`config.mk`:
```
export PLATFORM = sky130hd
export DESIGN_NAME = spi_regrd_ctrl
export DESIGN_NICKNAME = d
export VERILOG_FILES = /design/src/rtl/spi_rd_pkg.sv /design/src/rtl/spi_rd_timer.sv /design/src/rtl/spi_rd_capture.sv /design/src/rtl/spi_regrd_ctrl.sv
export SDC_FILE = /design/constraint.sdc
export NUM_CORES = 1
export LEC_CHECK = 0
export ABC_AREA = 0
export ABC_CLOCK_PERIOD_IN_PS = 5750
export BUFFER_PORTS_ARGS = -buffer_cell sky130_fd_sc_hd__buf_2
export CORE_UTILIZATION = 35
export DETAILED_ROUTE_END_ITERATION = 16
export GPL_TIMING_DRIVEN = 1
export PLACE_DENSITY = 0.48
export SLEW_MARGIN = 15
export SYNTH_ARGS = -nofsm -noshare
export SYNTH_HDL_FRONTEND = slang
export SYNTH_HIERARCHICAL = 1
export SYNTH_SLANG_ARGS = --single-unit
```
`constraint.sdc`:
```
create_clock -name clk -period 5.75 [get_ports clk]
set_clock_uncertainty 0.05 [all_clocks]
set_input_delay 1.725 -clock clk [delete_from_list [all_inputs] [get_ports clk]]
set_output_delay 1.725 -clock clk [all_outputs]
set_load 0.05 [all_outputs]
```
`src/rtl/spi_rd_pkg.sv`:
```
package spi_rd_pkg;

  typedef enum logic [2:0] {
    ST_IDLE,
    ST_SETUP,
    ST_SHIFT,
    ST_HOLD,
    ST_GAP
  } rd_state_e;

  localparam int unsigned BYTE_W     = 8;
  localparam int unsigned FRAME_BITS = 2 * BYTE_W;
  localparam int unsigned EDGE_TOTAL = 2 * FRAME_BITS;

  // Bit idx (0..15) of the outgoing frame: command byte then filler byte.
  function automatic logic frame_bit(input logic [BYTE_W-2:0] addr,
                                     input logic              lsb,
                                     input logic [3:0]        idx);
    logic [BYTE_W-1:0] byte_v;
    logic [2:0]        pos;
    byte_v = idx[3] ? '0 : {1'b1, addr};
    pos    = lsb ? idx[2:0] : (3'(BYTE_W - 1) - idx[2:0]);
    return byte_v[pos];
  endfunction

endpackage

```
`src/rtl/spi_rd_timer.sv`:
```
module spi_rd_timer #(
  parameter int unsigned W = 8
) (
  input  logic         clk,
  input  logic         rst_n,
  input  logic         load,
  input  logic [W-1:0] load_val,
  output logic         zero
);

  logic [W-1:0] cnt_q, cnt_d;

  always_comb begin
    cnt_d = cnt_q;
    if (load)             cnt_d = load_val;
    else if (cnt_q != '0) cnt_d = cnt_q - 1'b1;
  end

  always_ff @(posedge clk or negedge rst_n) begin
    if (!rst_n) cnt_q <= '0;
    else        cnt_q <= cnt_d;
  end

  assign zero = (cnt_q == '0);

endmodule

```
`src/rtl/spi_rd_capture.sv`:
```
module spi_rd_capture #(
  parameter int unsigned W = 8
) (
  input  logic                 clk,
  input  logic                 rst_n,
  input  logic                 clr,
  input  logic                 en,
  input  logic [$clog2(W)-1:0] pos,
  input  logic                 lsb,
  input  logic                 din,
  output logic [W-1:0]         data
);

  localparam int unsigned PW = $clog2(W);

  logic [PW-1:0] slot;
  logic [W-1:0]  data_d;

  always_comb begin
    slot   = lsb ? pos : (PW'(W - 1) - pos);
    data_d = data;
    if (clr)     data_d = '0;
    else if (en) data_d[slot] = din;
  end

  always_ff @(posedge clk or negedge rst_n) begin
    if (!rst_n) data <= '0;
    else        data <= data_d;
  end

endmodule

```
`src/rtl/spi_regrd_ctrl.sv`:
```
module spi_regrd_ctrl
  import spi_rd_pkg::*;
#(
  parameter int unsigned CNT_W = 8
) (
  input  logic               clk,
  input  logic               rst_n,
  input  logic               cfg_cpol,
  input  logic               cfg_cpha,
  input  logic               cfg_lsb_first,
  input  logic [CNT_W-1:0]   cfg_half_div,
  input  logic [CNT_W-1:0]   cfg_guard,
  input  logic               req_valid,
  input  logic [BYTE_W-2:0]  req_addr,
  output logic               busy,
  output logic               done,
  output logic [BYTE_W-1:0]  rd_data,
  output logic               spi_cs_n,
  output logic               spi_sclk,
  output logic               spi_mosi,
  input  logic               spi_miso
);

  localparam int unsigned        EDGE_W    = $clog2(EDGE_TOTAL + 1);
  localparam logic [EDGE_W-1:0]  LAST_EDGE = EDGE_W'(EDGE_TOTAL - 1);

  function automatic logic [CNT_W-1:0] span_m1(input logic [CNT_W-1:0] v);
    return (v == '0) ? '0 : (v - 1'b1);
  endfunction

  rd_state_e            state_q, state_d;
  logic                 sclk_q, sclk_d;
  logic                 cs_n_q, cs_n_d;
  logic                 mosi_q, mosi_d;
  logic                 done_q, done_d;
  logic [EDGE_W-1:0]    edge_q, edge_d;
  logic [BYTE_W-1:0]    rd_q;

  logic                 cpha_q, lsb_q;
  logic [BYTE_W-2:0]    addr_q;
  logic [CNT_W-1:0]     half_m1_q, guard_m1_q;

  logic                 accept;
  logic                 tmr_load, tmr_zero;
  logic [CNT_W-1:0]     tmr_val;
  logic                 sample_edge, cap_en;
  logic [3:0]           launch_idx;
  logic [BYTE_W-1:0]    cap_data;

  assign accept      = (state_q == ST_IDLE) && req_valid;
  assign sample_edge = (edge_q[0] == cpha_q);
  assign launch_idx  = cpha_q ? edge_q[4:1] : (edge_q[4:1] + 4'd1);
  assign cap_en      = tmr_zero && !sample_edge ? 1'b0 :
                       (tmr_zero && edge_q[4] &&
                        ((state_q == ST_SETUP) || (state_q == ST_SHIFT)));

  // Frame settings, captured once per accepted request
  always_ff @(posedge clk or negedge rst_n) begin
    if (!rst_n) begin
      cpha_q     <= 1'b0;
      lsb_q      <= 1'b0;
      addr_q     <= '0;
      half_m1_q  <= '0;
      guard_m1_q <= '0;
    end else if (accept) begin
      cpha_q     <= cfg_cpha;
      lsb_q      <= cfg_lsb_first;
      addr_q     <= req_addr;
      half_m1_q  <= span_m1(cfg_half_div);
      guard_m1_q <= span_m1(cfg_guard);
    end
  end

  spi_rd_timer #(.W(CNT_W)) i_timer (
    .clk      (clk),
    .rst_n    (rst_n),
    .load     (tmr_load),
    .load_val (tmr_val),
    .zero     (tmr_zero)
  );

  spi_rd_capture #(.W(BYTE_W)) i_capture (
    .clk   (clk),
    .rst_n (rst_n),
    .clr   (accept),
    .en    (cap_en),
    .pos   (edge_q[3:1]),
    .lsb   (lsb_q),
    .din   (spi_miso),
    .data  (cap_data)
  );

  always_comb begin
    state_d  = state_q;
    sclk_d   = sclk_q;
    cs_n_d   = cs_n_q;
    mosi_d   = mosi_q;
    edge_d   = edge_q;
    done_d   = 1'b0;
    tmr_load = 1'b0;
    tmr_val  = guard_m1_q;
    unique case (state_q)
      ST_IDLE: begin
        sclk_d = cfg_cpol;
        if (req_valid) begin
          state_d  = ST_SETUP;
          cs_n_d   = 1'b0;
          edge_d   = '0;
          mosi_d   = cfg_cpha ? 1'b0 : frame_bit(req_addr, cfg_lsb_first, 4'd0);
          tmr_load = 1'b1;
          tmr_val  = span_m1(cfg_guard);
        end
      end
      ST_SETUP, ST_SHIFT: begin
        if (tmr_zero) begin
          sclk_d   = ~sclk_q;
          edge_d   = edge_q + 1'b1;
          tmr_load = 1'b1;
          if (!sample_edge && !(!cpha_q && (edge_q == LAST_EDGE)))
            mosi_d = frame_bit(addr_q, lsb_q, launch_idx);
          if (edge_q == LAST_EDGE) begin
            state_d = ST_HOLD;
            tmr_val = guard_m1_q;
          end else begin
            state_d = ST_SHIFT;
            tmr_val = half_m1_q;
          end
        end
      end
      ST_HOLD: begin
        if (tmr_zero) begin
          cs_n_d   = 1'b1;
          mosi_d   = 1'b0;
          state_d  = ST_GAP;
          tmr_load = 1'b1;
          tmr_val  = guard_m1_q;
        end
      end
      ST_GAP: begin
        if (tmr_zero) begin
          state_d = ST_IDLE;
          done_d  = 1'b1;
        end
      end
      default: state_d = ST_IDLE;
    endcase
  end

  always_ff @(posedge clk or negedge rst_n) begin
    if (!rst_n) begin
      state_q <= ST_IDLE;
      sclk_q  <= 1'b0;
      cs_n_q  <= 1'b1;
      mosi_q  <= 1'b0;
      done_q  <= 1'b0;
      edge_q  <= '0;
    end else begin
      state_q <= state_d;
      sclk_q  <= sclk_d;
      cs_n_q  <= cs_n_d;
      mosi_q  <= mosi_d;
      done_q  <= done_d;
      edge_q  <= edge_d;
    end
  end

  always_ff @(posedge clk or negedge rst_n) begin
    if (!rst_n)      rd_q <= '0;
    else if (done_d) rd_q <= cap_data;
  end

  assign busy     = (state_q != ST_IDLE);
  assign done     = done_q;
  assign rd_data  = rd_q;
  assign spi_cs_n = cs_n_q;
  assign spi_sclk = sclk_q;
  assign spi_mosi = mosi_q;

endmodule

```
# Word level (Yosys, flattened, before mapping)
# Cells that the tools add are included.
# totals
input_bits	30
ff_bits	62
# op_classes
n_eq_ne	11
n_addsub	7
n_lt_le_gt_ge	4
bitwise	1
reduce_logical	29
n_mux	47
# op_table
operator	n
$mux W8	10
$logic_not A8 Y1	3
$sub A8 B1 Y8 const B	3
$mux W3	7
$mux W1	16
$pmux W8 S2	1
$lt A3 B4 Y1 const B	3
$mux W6	2
$pmux W3 S4	1
$pmux W6 S2	1
$ne A2 B2 Y1 const B	5
$bwmux W8	1
$reduce_bool A2 Y1	4
$reduce_bool A8 Y1	1
$logic_and A1 B1 Y1	7
$add A6 B1 Y6 const B	1
$bmux W1 S3	2
$eq A3 B2 Y1 const B	2
$eq A6 B5 Y1 const B	1
$pmux W1 S2	3
$reduce_and A3 Y1	2
$reduce_bool A3 Y1	2
$sub A3 B3 Y3 const A	2
$reduce_and A5 Y1	1
other kinds (16)	18

# Depth between registers and ports, before layout
# logic_depth
word_depth	9
depth_mapped	12
ltp_nobuf	11

# Cells and area by module
# The synthesis kept the hierarchy.
# modules_own_cells
module	area_per_inst_um2	cells_per_inst	n_inst
spi_regrd_ctrl	2766.4	303	1
spi_rd_capture	515.5	46	1
spi_rd_timer	476.7	54	1

# Least setup slack after synthesis
# No wires, ideal clock.
# synth_path
path_kind	input to register
startpoint	in cfg_half_div[0]
endpoint	reg half_m1_q[2]
required_ps	5557
arrival_time_ps	2898
setup_slack_ps	2659
setup_time_ps	143
path_stages	6
cell_sequence	inv_1 > ha_1 > nor3b_1 > nand2_1 > o31ai_1 > o21ai_0
# synth_via
elab_chain_len	2
word_cells_on_any_way	3
classes_between	1 x add/sub; 1 x mux; 1 x reduce/logical
# synth_lines
element	line_no	rtl
start, declared	spi_regrd_ctrl.sv:11	input logic [CNT_W-1:0] cfg_half_div,
$sub A8 B1 Y8 or $logic_not A8 Y1 (tied branches)	spi_regrd_ctrl.sv:28	return (v == '0) ? '0 : (v - 1'b1);
$mux W8 *	spi_regrd_ctrl.sv:28	
end signal, assigned	spi_regrd_ctrl.sv:69	half_m1_q <= span_m1(cfg_half_div);
end, declared	spi_regrd_ctrl.sv:41	logic [CNT_W-1:0] half_m1_q, guard_m1_q;
# Every way passes the cells marked *; elsewhere a longest branch is shown, timed or not.
# A chain may end at the register's enable or synchronous reset.

# Worst setup path after layout
# layout_path
startpoint	in req_valid
endpoint	reg i_timer.cnt_q[5]
# layout_via
elab_chain_len	3
word_cells_on_any_way	6
classes_between	5 x mux; 1 x reduce/logical
# layout_lines
element	line_no	rtl
start, declared	spi_regrd_ctrl.sv:13	input logic req_valid,
$mux W8	spi_regrd_ctrl.sv:105	if (req_valid) begin
$pmux W8 S2	spi_regrd_ctrl.sv:102	unique case (state_q)
via tmr_val[5]	spi_regrd_ctrl.sv:45	logic [CNT_W-1:0] tmr_val;
$mux W8	spi_rd_timer.sv:15	if (load) cnt_d = load_val;
end signal, assigned	spi_rd_timer.sv:21	else cnt_q <= cnt_d;
end, declared	spi_rd_timer.sv:11	logic [W-1:0] cnt_q, cnt_d;
# The timed path passes the listed nets, and every way through them passes these cells.

==> out/results.txt <==
CTS Hold Buffers Added: 0
Clock Power Share: 49.9%
Warnings from Yosys: 6
DR WL/cell: 14.66 µm
Avg Vias per Cell: 5.219
Number of flops mapped to enable cells by yosys: 0
Simple-Gate Fraction of Synth Area: 24.40%
RSZ-0062 raised after global routing: no
Crit path depth: 9
Max Cap Viol: 0
Area used by multi-input combinational logic: 2053 µm²
End of the critical path: i_timer/cnt_q[5]
Post-synthesis sequential area ratio: 41.31%
CP top delay family: buffers and inverters
Max incr delay on CP: 0.57 ns
Final total power: 0.9568 mW
Xor-xnor portion of the synthesized cell area: 5.260%
HP Class: register to register
Reg2reg end: i_timer/cnt_q[7]
Setup Fix Bufs, Post-CTS: 0
Core area: 10370 µm²
Fraction of power spent switching nets: 21.26%
FF+latch area: 1553 µm²
Final Hold Viols: 0
Slew headroom: 26.55%
Min Tclk post-route: 3.420 ns
Final worst slack: 2.330 ns
Initial Util: 36.25%
TritonRoute pass-1 iters: 4
Yosys reg bits: 62
Antenna cells: 0
Fillers: 1092
Final Max Slew Viols: 0
Nets: 474
Mux cell area share after synthesis: 6.724%
Critical path peak fanout: 30
Tot GR Track Use: 16.69%
GP Congestion: 0.7875
Share of layout cells above drive strength 1: 18.28%
Routed wire length: 8.487 mm
Net switching power: 0.2034 mW
PortBufs: 42
Clock root buffer: clkbuf_8
Startpoint Class: input port
Die W: 105.6 µm
H-Tree Depth: 3
Worst-skew pair later-pin latency: 0.34 ns
Crit path capture type: register
Number of instances in the placed design: 563
Starting DRT DRC Count: 203
Complex-gate fraction of the synthesized area: 16.25%
Primary FF master, synth: dfrtp_1
Number of global-route vias before repair: 2876
Area delta synth->final: 14.11%
Setup WS pre-CTS: 1.948 ns
Clock sink count: 62
TritonCTS Buffers: 9
Comb pwr share: 4.1%
Clk buf depth: 2
Reg2reg start: i_timer/cnt_q[0]
Status: completed
PostCTS Resize Cnt: 0
Grt ovf: 0
Max rail drop VDD: 104.1 µV
Post-route ant nets: 0
Final HPWL DP: 6.012 mm
Post-Syn Area: 3759 µm²
Static leakage: 2.021 nW
R2r setup slk: 2.37 ns
Worst setup path category: input port to register
Vias: 3022
Non-filler instance count after layout: 579
Syn avg cell area: 9.327 µm²
Clock-pin slew on the worst setup and hold paths: 0.07 ns
Cell internal pwr: 0.7534 mW
First-pass GRT wire length: 14.41 mm
Largest net degree at the start of global routing: 44
Dpl cell area: 4043 µm²
Die area: 11160 µm²
Fraction of registers with async set or reset after synthesis: 100.0%
CTS tree: built
CP Launch Point: req_valid
Num ports: 43
Largest family of logic cells by synthesized area: simple AND/OR/NAND/NOR gates
Critical path, cell by cell: buf_2 -> nand2_1 -> buf_4 -> inv_1 -> nand2_1 -> nor2_1 -> a221o_1 -> nor2_1 -> a221oi_1
R2r worst-path depth: 11
Synth cell types: 65
Final TNS setup: 0 ns
Slowest cell on the critical path: inv_1
Core Util, Final: 41.36%
Crit path DAT: 3.61 ns
Crit share post-route: 59.48%
Setup violators final: 0
Area share of fa/ha/maj cells after synthesis: 1.997%
Fmax: 0.2924 GHz
Syn Inst Count: 403
Pin slew with the least headroom to its limit: 1.102 ns
Pwr/cell area: 223.1 nW/µm²
Design Area, Final: 4289 µm²
Row count: 37
Buf/Inv on CP: 3
Fin Hold WS: 0.4271 ns
Initial antenna violation count: 0
WP data required: 5.94 ns
DIE HEIGHT: 105.6 µm
# DRC: 0
Seq pwr share: 46.0%
Syn nets: 439
cell usage after synthesis, types with 3 or more instances:
master    count  area, µm²
mux2i_1      14      140.1
a21oi_1       9      45.04
nor3_1        9      45.04
o31ai_1       5      37.54
nor2_1       36      135.1
dfrtp_1      61       1526
ha_1          6      75.07
o211ai_1      9      67.56
mux2_2       10      112.6
xnor2_1      11      96.34
and3b_1       4      35.03
a221o_1       8      80.08
clkbuf_1      3      11.26
nor3b_1       7      52.55
nand2b_1     19      118.9
nand3b_1      5      37.54
inv_1        11      41.29
a31oi_1       3      18.77
xor2_1        6      52.55
o22ai_1       3      18.77
a21o_1       10      75.07
o21ai_0      18      90.09
nand2_1      55      206.5
nand4_1       5      31.28
nor4_1        7      43.79
nand3_1       3      15.01
buf_2        11      55.05
nor2b_1       6      37.54
or3b_2        3      26.28
area by class of cell:
type / count / area share [%]
Timing Repair Buffer: 44 / 5.251
Multi-Input combinational cell: 310 / 47.87
Sequential cell: 62 / 36.20
Inverter: 11 / 0.9627
Clock inverter: 6 / 2.538
Tap cell: 136 / 3.967
Clock buffer: 10 / 3.209
registers in the layout (all words and copies together) (netlist names):
signal	cells
addr_q	7
i_capture/data	8
spi_mosi	1
spi_cs_n	1
half_m1_q	8
cpha_q	1
state_q	3
lsb_q	1
i_timer/cnt_q	8
spi_sclk	1
done	1
edge_q	6
guard_m1_q	8
rd_data	8
power by group through the flow:
stage	Combinational, mW	Clock (mW)	Sequential, mW
floorplan	0.0135	0	0.448
global placement	0.0398	0	0.449
detailed placement	0.0399	0	0.449
CTS	0.0402	0.494	0.440
global route	0.0450	0.508	0.440
finish	0.0388	0.478	0.440
kinds of logic (layout without fill, tap and decap cells):
family	after synthesis	in the layout
fa+ha+maj	6	6
flops	62	62
buf+inv	31	71
simple gates	174	174
compound gates	86	86
mux	24	24
xor+xnor	20	20
worst register-to-register path, delay by kind of cell (launching register included):
kind	cells	cell delay, ns
AO/OA/AOI/OAI	5	1.11
adder cells (fa/ha/maj)	1	0.23
buffers and inverters	1	0.08
flip-flops	1	0.41
AND/OR/NAND/NOR	4	1.36
metal layers:
layer	up-vias	track usage, %	wire, µm
met5	-	0	0
met4	0	6.052	124
met3	13	3.772	383
met2	69	23.45	3534
met1	1421	24.80	4444
li1	1519	-	-
cells in the final DEF, fill, tap and decap left out, types with 9 or more instances in the layout:
cell type / instances
a21oi_1: 9
mux2_2: 10
nand2_1: 55
mux2i_1: 14
nand2b_1: 19
inv_1: 11
o21ai_0: 18
nor3_1: 9
nor2_1: 36
clkbuf_8: 10
a21o_1: 10
buf_2: 42
o211ai_1: 9
xnor2_1: 11
dfrtp_1: 61
worst min-delay path by stage:
stage | start | end | slack [ns] | cells past startpoint
finish | addr_q[2] | addr_q[2] | 0.43 | 2
global route | guard_m1_q[7] | guard_m1_q[7] | 0.45 | 1
CTS | guard_m1_q[7] | guard_m1_q[7] | 0.43 | 1
detailed placement | addr_q[5] | addr_q[5] | 0.42 | 2
global placement | guard_m1_q[7] | guard_m1_q[7] | 0.41 | 1
floorplan | addr_q[2] | addr_q[2] | 0.39 | 2
(Power assumes the default switching activity.)
